<file path="src/rtl/cmp_lut_pkg.sv">
package cmp_lut_pkg;

   // Who owns a shared pad.
   typedef enum logic {
      PIN_SERIAL = 1'b0,
      PIN_LOOKUP = 1'b1
   } pin_owner_e;

   // Width of the settling counter so it holds base << (2^code_w - 1).
   function automatic int cnt_width(input int base_ticks, input int code_w);
      return $clog2(base_ticks + 1) + (1 << code_w);
   endfunction

endpackage

</file>
<file path="src/rtl/cmp_lut_bank.sv">
module cmp_lut_bank #(
   parameter int IDX_W     = 4,
   parameter int OUT_W     = 4,
   parameter int DATA_W    = 8,
   parameter int ADDR_W    = 8,
   parameter int BASE_ADDR = 'h25
) (
   input  logic              clk,
   input  logic              rst_n,
   input  logic              inv_sel,
   input  logic              wr_en,
   input  logic [ADDR_W-1:0] addr,
   input  logic [DATA_W-1:0] wdata,
   output logic [DATA_W-1:0] rdata,
   input  logic [IDX_W-1:0]  sel_idx,
   output logic [OUT_W-1:0]  sel_val
);
   localparam int NUM_ENT = 1 << IDX_W;

   if (DATA_W < OUT_W) begin : g_bad_data
      $error("cmp_lut_bank: DATA_W must be at least OUT_W");
   end
   if (BASE_ADDR + NUM_ENT > (1 << ADDR_W)) begin : g_bad_addr
      $error("cmp_lut_bank: table does not fit the address space");
   end

   logic [OUT_W-1:0] ent_w [NUM_ENT];
   logic [ADDR_W:0]  off_full;
   logic             hit;
   logic [IDX_W-1:0] off_idx;

   assign off_full = {1'b0, addr} - (ADDR_W+1)'(BASE_ADDR);
   assign hit      = (off_full[ADDR_W] == 1'b0) && (off_full < (ADDR_W+1)'(NUM_ENT));
   assign off_idx  = off_full[IDX_W-1:0];

   for (genvar k = 0; k < NUM_ENT; k++) begin : g_ent
      logic [OUT_W-1:0] val_q;
      always_ff @(posedge clk) begin
         if (!rst_n) begin
            val_q <= inv_sel ? ~OUT_W'(k) : OUT_W'(k);
         end else if (wr_en && hit && (off_idx == IDX_W'(k))) begin
            val_q <= wdata[OUT_W-1:0];
         end
      end
      assign ent_w[k] = val_q;
   end

   assign rdata   = hit ? DATA_W'(ent_w[off_idx]) : '0;
   assign sel_val = ent_w[sel_idx];

endmodule

</file>
<file path="src/rtl/cmp_lut_timer.sv">
module cmp_lut_timer #(
   parameter int IDX_W      = 4,
   parameter int CODE_W     = 4,
   parameter int BASE_TICKS = 1
) (
   input  logic              clk,
   input  logic              rst_n,
   input  logic              run,
   input  logic [IDX_W-1:0]  idx_in,
   input  logic [CODE_W-1:0] code,
   output logic [IDX_W-1:0]  idx_q,
   output logic              load
);
   localparam int CNT_W = cmp_lut_pkg::cnt_width(BASE_TICKS, CODE_W);

   if (BASE_TICKS < 1) begin : g_bad_base
      $error("cmp_lut_timer: BASE_TICKS must be at least 1");
   end

   logic [CNT_W-1:0] cnt_q;
   logic [CNT_W-1:0] span;
   logic             pend_q;
   logic             restart;

   assign span    = CNT_W'(BASE_TICKS) << code;
   assign restart = !run || (idx_in != idx_q);
   assign load    = !restart && pend_q && (cnt_q == CNT_W'(1));

   always_ff @(posedge clk) begin
      if (!rst_n) begin
         idx_q  <= '0;
         cnt_q  <= CNT_W'(1);
         pend_q <= 1'b1;
      end else if (restart) begin
         idx_q  <= idx_in;
         cnt_q  <= span;
         pend_q <= 1'b1;
      end else if (load) begin
         pend_q <= 1'b0;
      end else if (pend_q) begin
         cnt_q  <= cnt_q - CNT_W'(1);
      end
   end

endmodule

</file>
<file path="src/rtl/cmp_lut_pinmux.sv">
module cmp_lut_pinmux #(
   parameter int   PIN_W    = 4,
   parameter logic SER_IDLE = 1'b0
) (
   input  logic             standalone,
   input  logic [PIN_W-1:0] lut_val,
   input  logic [PIN_W-1:0] ser_o,
   input  logic [PIN_W-1:0] ser_oe,
   input  logic [PIN_W-1:0] pin_i,
   output logic [PIN_W-1:0] pin_o,
   output logic [PIN_W-1:0] pin_oe,
   output logic [PIN_W-1:0] ser_i
);
   cmp_lut_pkg::pin_owner_e owner;
   assign owner = standalone ? cmp_lut_pkg::PIN_LOOKUP : cmp_lut_pkg::PIN_SERIAL;

   for (genvar p = 0; p < PIN_W; p++) begin : g_pin
      always_comb begin
         if (owner == cmp_lut_pkg::PIN_LOOKUP) begin
            pin_o[p]  = lut_val[p];
            pin_oe[p] = 1'b1;
            ser_i[p]  = SER_IDLE;
         end else begin
            pin_o[p]  = ser_o[p];
            pin_oe[p] = ser_oe[p];
            ser_i[p]  = pin_i[p];
         end
      end
   end

endmodule

</file>
<file path="src/rtl/cmp_lut_mapper.sv">
module cmp_lut_mapper #(
   parameter int IDX_W      = 4,
   parameter int OUT_W      = 4,
   parameter int DATA_W     = 8,
   parameter int ADDR_W     = 8,
   parameter int BASE_ADDR  = 'h25,
   parameter int CODE_W     = 4,
   parameter int BASE_TICKS = 1
) (
   input  logic              clk,
   input  logic              rst_n,
   input  logic [IDX_W-1:0]  cmp_in,
   input  logic              inv_sel,
   input  logic [CODE_W-1:0] wait_code,
   input  logic              mode_sa,
   input  logic              reg_we,
   input  logic [ADDR_W-1:0] reg_addr,
   input  logic [DATA_W-1:0] reg_wdata,
   output logic [DATA_W-1:0] reg_rdata,
   input  logic [OUT_W-1:0]  ser_o,
   input  logic [OUT_W-1:0]  ser_oe,
   output logic [OUT_W-1:0]  ser_i,
   input  logic [OUT_W-1:0]  pin_i,
   output logic [OUT_W-1:0]  pin_o,
   output logic [OUT_W-1:0]  pin_oe
);
   logic [IDX_W-1:0] idx_q;
   logic             load;
   logic [OUT_W-1:0] sel_val;
   logic [OUT_W-1:0] lut_q;

   cmp_lut_timer #(
      .IDX_W(IDX_W), .CODE_W(CODE_W), .BASE_TICKS(BASE_TICKS)
   ) u_timer (
      .clk(clk), .rst_n(rst_n), .run(mode_sa), .idx_in(cmp_in),
      .code(wait_code), .idx_q(idx_q), .load(load)
   );

   cmp_lut_bank #(
      .IDX_W(IDX_W), .OUT_W(OUT_W), .DATA_W(DATA_W),
      .ADDR_W(ADDR_W), .BASE_ADDR(BASE_ADDR)
   ) u_bank (
      .clk(clk), .rst_n(rst_n), .inv_sel(inv_sel), .wr_en(reg_we),
      .addr(reg_addr), .wdata(reg_wdata), .rdata(reg_rdata),
      .sel_idx(idx_q), .sel_val(sel_val)
   );

   always_ff @(posedge clk) begin
      if (!rst_n)    lut_q <= '0;
      else if (load) lut_q <= sel_val;
   end

   cmp_lut_pinmux #(
      .PIN_W(OUT_W), .SER_IDLE(1'b0)
   ) u_pins (
      .standalone(mode_sa), .lut_val(lut_q), .ser_o(ser_o), .ser_oe(ser_oe),
      .pin_i(pin_i), .pin_o(pin_o), .pin_oe(pin_oe), .ser_i(ser_i)
   );

endmodule

</file>
<file path="config.mk">
export PLATFORM = sky130hd
export DESIGN_NAME = cmp_lut_mapper
export DESIGN_NICKNAME = d
export VERILOG_FILES = /design/src/rtl/cmp_lut_pkg.sv /design/src/rtl/cmp_lut_bank.sv /design/src/rtl/cmp_lut_timer.sv /design/src/rtl/cmp_lut_pinmux.sv /design/src/rtl/cmp_lut_mapper.sv
export SDC_FILE = /design/constraint.sdc
export NUM_CORES = 1
export LEC_CHECK = 0
export ABC_AREA = 1
export CAP_MARGIN = 20
export CORE_MARGIN = 3
export CORE_UTILIZATION = 62
export CTS_CLUSTER_DIAMETER = 40
export CTS_CLUSTER_SIZE = 40
export DETAILED_ROUTE_END_ITERATION = 10
export PLACE_DENSITY = 0.86
export SYNTH_ARGS = -nofsm -noshare
export SYNTH_HDL_FRONTEND = slang
export SYNTH_HIERARCHICAL = 1
export SYNTH_SLANG_ARGS = --single-unit
</file>
<file path="constraint.sdc">
create_clock -name clk -period 7.3 [get_ports clk]
set_clock_uncertainty 0.05 [all_clocks]
set_input_delay 1.825 -clock clk [delete_from_list [all_inputs] [get_ports clk]]
set_output_delay 1.825 -clock clk [all_outputs]
set_load 0.01 [all_outputs]
</file>
==> flow_metrics.env <==
export IMPL_busiest_layer="met2"
export IMPL_worstPathCellList="clkdlybuf4s50_1, inv_2, ha_1, buf_4, inv_1, a21oi_1, o21ai_0, nand2_1, nand2_1, nand2_1, nand2_1, nand2_1, nor2_1, clkdlybuf4s50_1"
export IMPL_slew_headroom_pct=19.63
export IMPL_drt_vias_per_instance=5.860
export IMPL_irDropWorstVdd_mv=0.1297
export IMPL_synth_cell_type_count=36
export IMPL_end_kind="primary output"
export IMPL_fmax_ghz=0.1511
export IMPL_async_reset_ff_share_pct=0
export IMPL_crit_family="buffers and inverters"
export IMPL_clkLatencyLatePin_ns=0.35
export IMPL_cap_violations=0
export IMPL_min_path_type="flip-flop to flip-flop"
export IMPL_final_seq_area_um2=2444
export IMPL_yosysMostFrequentCell="nand2_1"
export IMPL_worstSetupStartpointType="primary input"
export IMPL_clk_root_buffer_cell="clkbuf_8"
export IMPL_arrival_ns=4.74
export IMPL_postCtsSetupBuffers=0
export IMPL_drt_initial_drc_count=644
export IMPL_track_usage_pct=28.03
export IMPL_period_needed_ns=6.619
export IMPL_n_fill_cell=686
export IMPL_ys_seq_elements=90
export IMPL_holdPathEnd="lut_q[0]$_SDFFE_PN0P_"
export IMPL_fin_nets=858
export IMPL_wl_um=14350
export IMPL_wl_per_cell_um=15.53
export IMPL_die_h_um=101.9
export IMPL_gp_congestion=0.9619
export IMPL_crit_top_cell="nand2_1"
export IMPL_io_pins=61
export IMPL_tns_ns=0
export IMPL_power_density_nw_per_um2=192.8
export IMPL_synth_edff_count=64
export IMPL_grt_pass1_vias=4849
export IMPL_grt_max_degree=67
export IMPL_via_count=5415
export IMPL_synth_largest_area_cell="edfxtp_1"
export IMPL_rsz0062_at_grt="false"
export IMPL_path_max_fanout=17
export IMPL_cts_buffer_depth=2
export IMPL_fin_area_um2=6434
export IMPL_grt_util_met3_pct=4.232
export IMPL_worst_pin_slew_ns=1.193
export IMPL_finalSetupViolations=0
export IMPL_drc=0
export IMPL_reg2reg_depth=7
export IMPL_coreArea_um2=8848
export IMPL_fp_dieW_um=101.9
export IMPL_port_buffers=52
export IMPL_rrSetupSlack_ns=4.47
export IMPL_synth_area_top_cells="edfxtp_1 (34%), nand2_1 (14%), dfxtp_1 (9.1%), nor2_1 (6.0%), inv_1 (5.7%)"
export IMPL_finalHoldViolCount=0
export IMPL_synth_top_area_share_pct=33.69
export IMPL_ys_seq_area_share_pct=42.82
export IMPL_postRouteAntennaNets=0
export IMPL_cts_clk_slew_worst_paths_ns=0.08
export IMPL_hold_buffers=0
export IMPL_worst_ep_required_time_ns=5.43
export IMPL_grt_overflow=0
export IMPL_syn_area_um2=5704
export IMPL_firstDrtPassIters=6
export IMPL_slew_violations=0
export IMPL_cts_repair_resized=0
export IMPL_grt_use_met1_pct=39.98
export IMPL_htreeDepth=3
export IMPL_ys_top_cells_by_count="nand2_1 (212), nor2_1 (91), inv_1 (86)"
export IMPL_p_leak_nw=2.875
export IMPL_final_layout_size_suffix_gt1_share_pct=6.495
export IMPL_reg2reg_to="lut_q[1]$_SDFFE_PN0P_"
export IMPL_min_delay_start="lut_q[0]$_SDFFE_PN0P_"
export IMPL_synthToLayoutAreaGrowth_pct=12.79
export IMPL_total_power_mw=1.240
export IMPL_multi_input_area_um2=2693
export IMPL_antenna_found_initial=0
export IMPL_ys_flop_type="edfxtp_1"
export IMPL_dp_hpwl_um=10180
export IMPL_fin_crit_sh_pct=90.67
export IMPL_synth_cells=779
export IMPL_use_met2_pct=44.01
export IMPL_cp_slowest_stage_delay_ns=0.56
export IMPL_status="finished clean"
export IMPL_cts_tree="done"
export IMPL_cts_sinks=90
export IMPL_numCtsBuffers=9
export IMPL_crit_type="primary input to primary output"
export IMPL_hold_path_depth=2
export IMPL_diodes=0
export IMPL_die_area_um2=10390
export IMPL_synth_area_per_cell_um2=7.322
export IMPL_placed_cell_area_um2=6188
export IMPL_r2r_start="u_timer/idx_q[1]$_SDFFE_PN0N_"
export IMPL_rows=34
export IMPL_start_util_pct=64.47
export IMPL_crit_buf_inv=5
export IMPL_cpMaxStageDelayCell="clkdlybuf4s50_1"
export IMPL_grt_pass1_wl_um=22580
export IMPL_yosysWarnings=6
==> cell type report <==
type	instances	share of cell area [%]
multi-input combinational	560	41.85
sequential	90	37.98
timing repair buffer	58	9.296
inverter	92	5.387
tap	108	2.100
clock buffer	10	1.984
clock inverter	6	1.400
==> how the worst max path moves through the flow <==
stage	start	end	slack (ns)	cells after the start
4_1_cts	reg_addr[0]	reg_rdata[1]	0.76	14
2_1_floorplan	reg_addr[0]	reg_rdata[0]	1.99	15
5_1_grt	reg_addr[0]	reg_rdata[1]	0.52	14
3_3_place_gp	reg_addr[0]	reg_rdata[1]	0.86	14
6_report	reg_addr[0]	reg_rdata[1]	0.68	14
3_5_place_dp	reg_addr[0]	reg_rdata[1]	0.76	14
==> report_power, final <==
group          switching [mW]  leakage (nW)  internal, mW
logic                   0.166          1.93        0.0913
registers              0.0211         0.836         0.592
clock network           0.175         0.108         0.194
==> layout by cell type, fill, tap and decap left out, types with 2 or more instances in the layout <==
master	instances
nor2_1	91
xnor2_1	2
nand3_1	46
nor2_2	5
nor2_4	3
xor2_1	2
inv_1	86
ha_1	6
nand4_1	20
nand3_2	4
nand2_1	212
inv_2	4
nor2_8	2
dfxtp_1	25
edfxtp_1	64
bufinv_16	2
clkinv_4	2
nand3b_1	6
or2_2	4
clkinv_1	2
buf_4	3
conb_1	4
o21ai_0	63
o211ai_1	19
nand2_4	5
clkdlybuf4s50_1	52
nor3_1	2
nand2_2	2
o21ai_1	7
a21oi_1	51
clkbuf_8	9
==> cell families after synthesis <==
group	share of synthesized area (%)
AOI/OAI and AO/OA	13.27
xor gates and xnor gates	0.6143
adders and majority gates	1.316
buffers and inverters	10.18
DFF	42.82
other	0.06574
and+or+nand+nor	31.74
==> through the flow <==
stage,cells,hold slack [ns],utilization [%],setup slack (ns)
floorplan,782,0.3928,-,1.985
global placement,905,0.4112,69.63,0.8609
detailed placement,906,0.4212,69.94,0.7632
CTS,922,0.4392,72.40,0.7561
global route,924,0.4528,72.71,0.5169
finish,924,0.4329,72.71,0.6809
==> per-layer routing <==
metal,vias to the layer above,part of all wire (%)
li1,2608,-
met5,-,0
met4,0,2.4
met2,348,46
met1,2426,40
met3,33,12
==> worst reg2reg max path, stage by stage (launching register included) <==
cell     delay, ns
dfxtp_1       0.71
nor2_1        0.13
nor2_2        0.19
nand3_2       0.47
nor3b_1       0.92
nand2_1       0.14
nand2_1       0.09
nor2_1        0.04
==> sequential cells by signal, summed over array words and instances, names as in the netlist <==
| name | count |
|---|---|
| lut_q | 4 |
| u_bank/g_ent.val_q | 64 |
| u_timer/cnt_q | 17 |
| u_timer/idx_q | 4 |
| u_timer/pend_q | 1 |
Power figures use the tool's default switching activity.
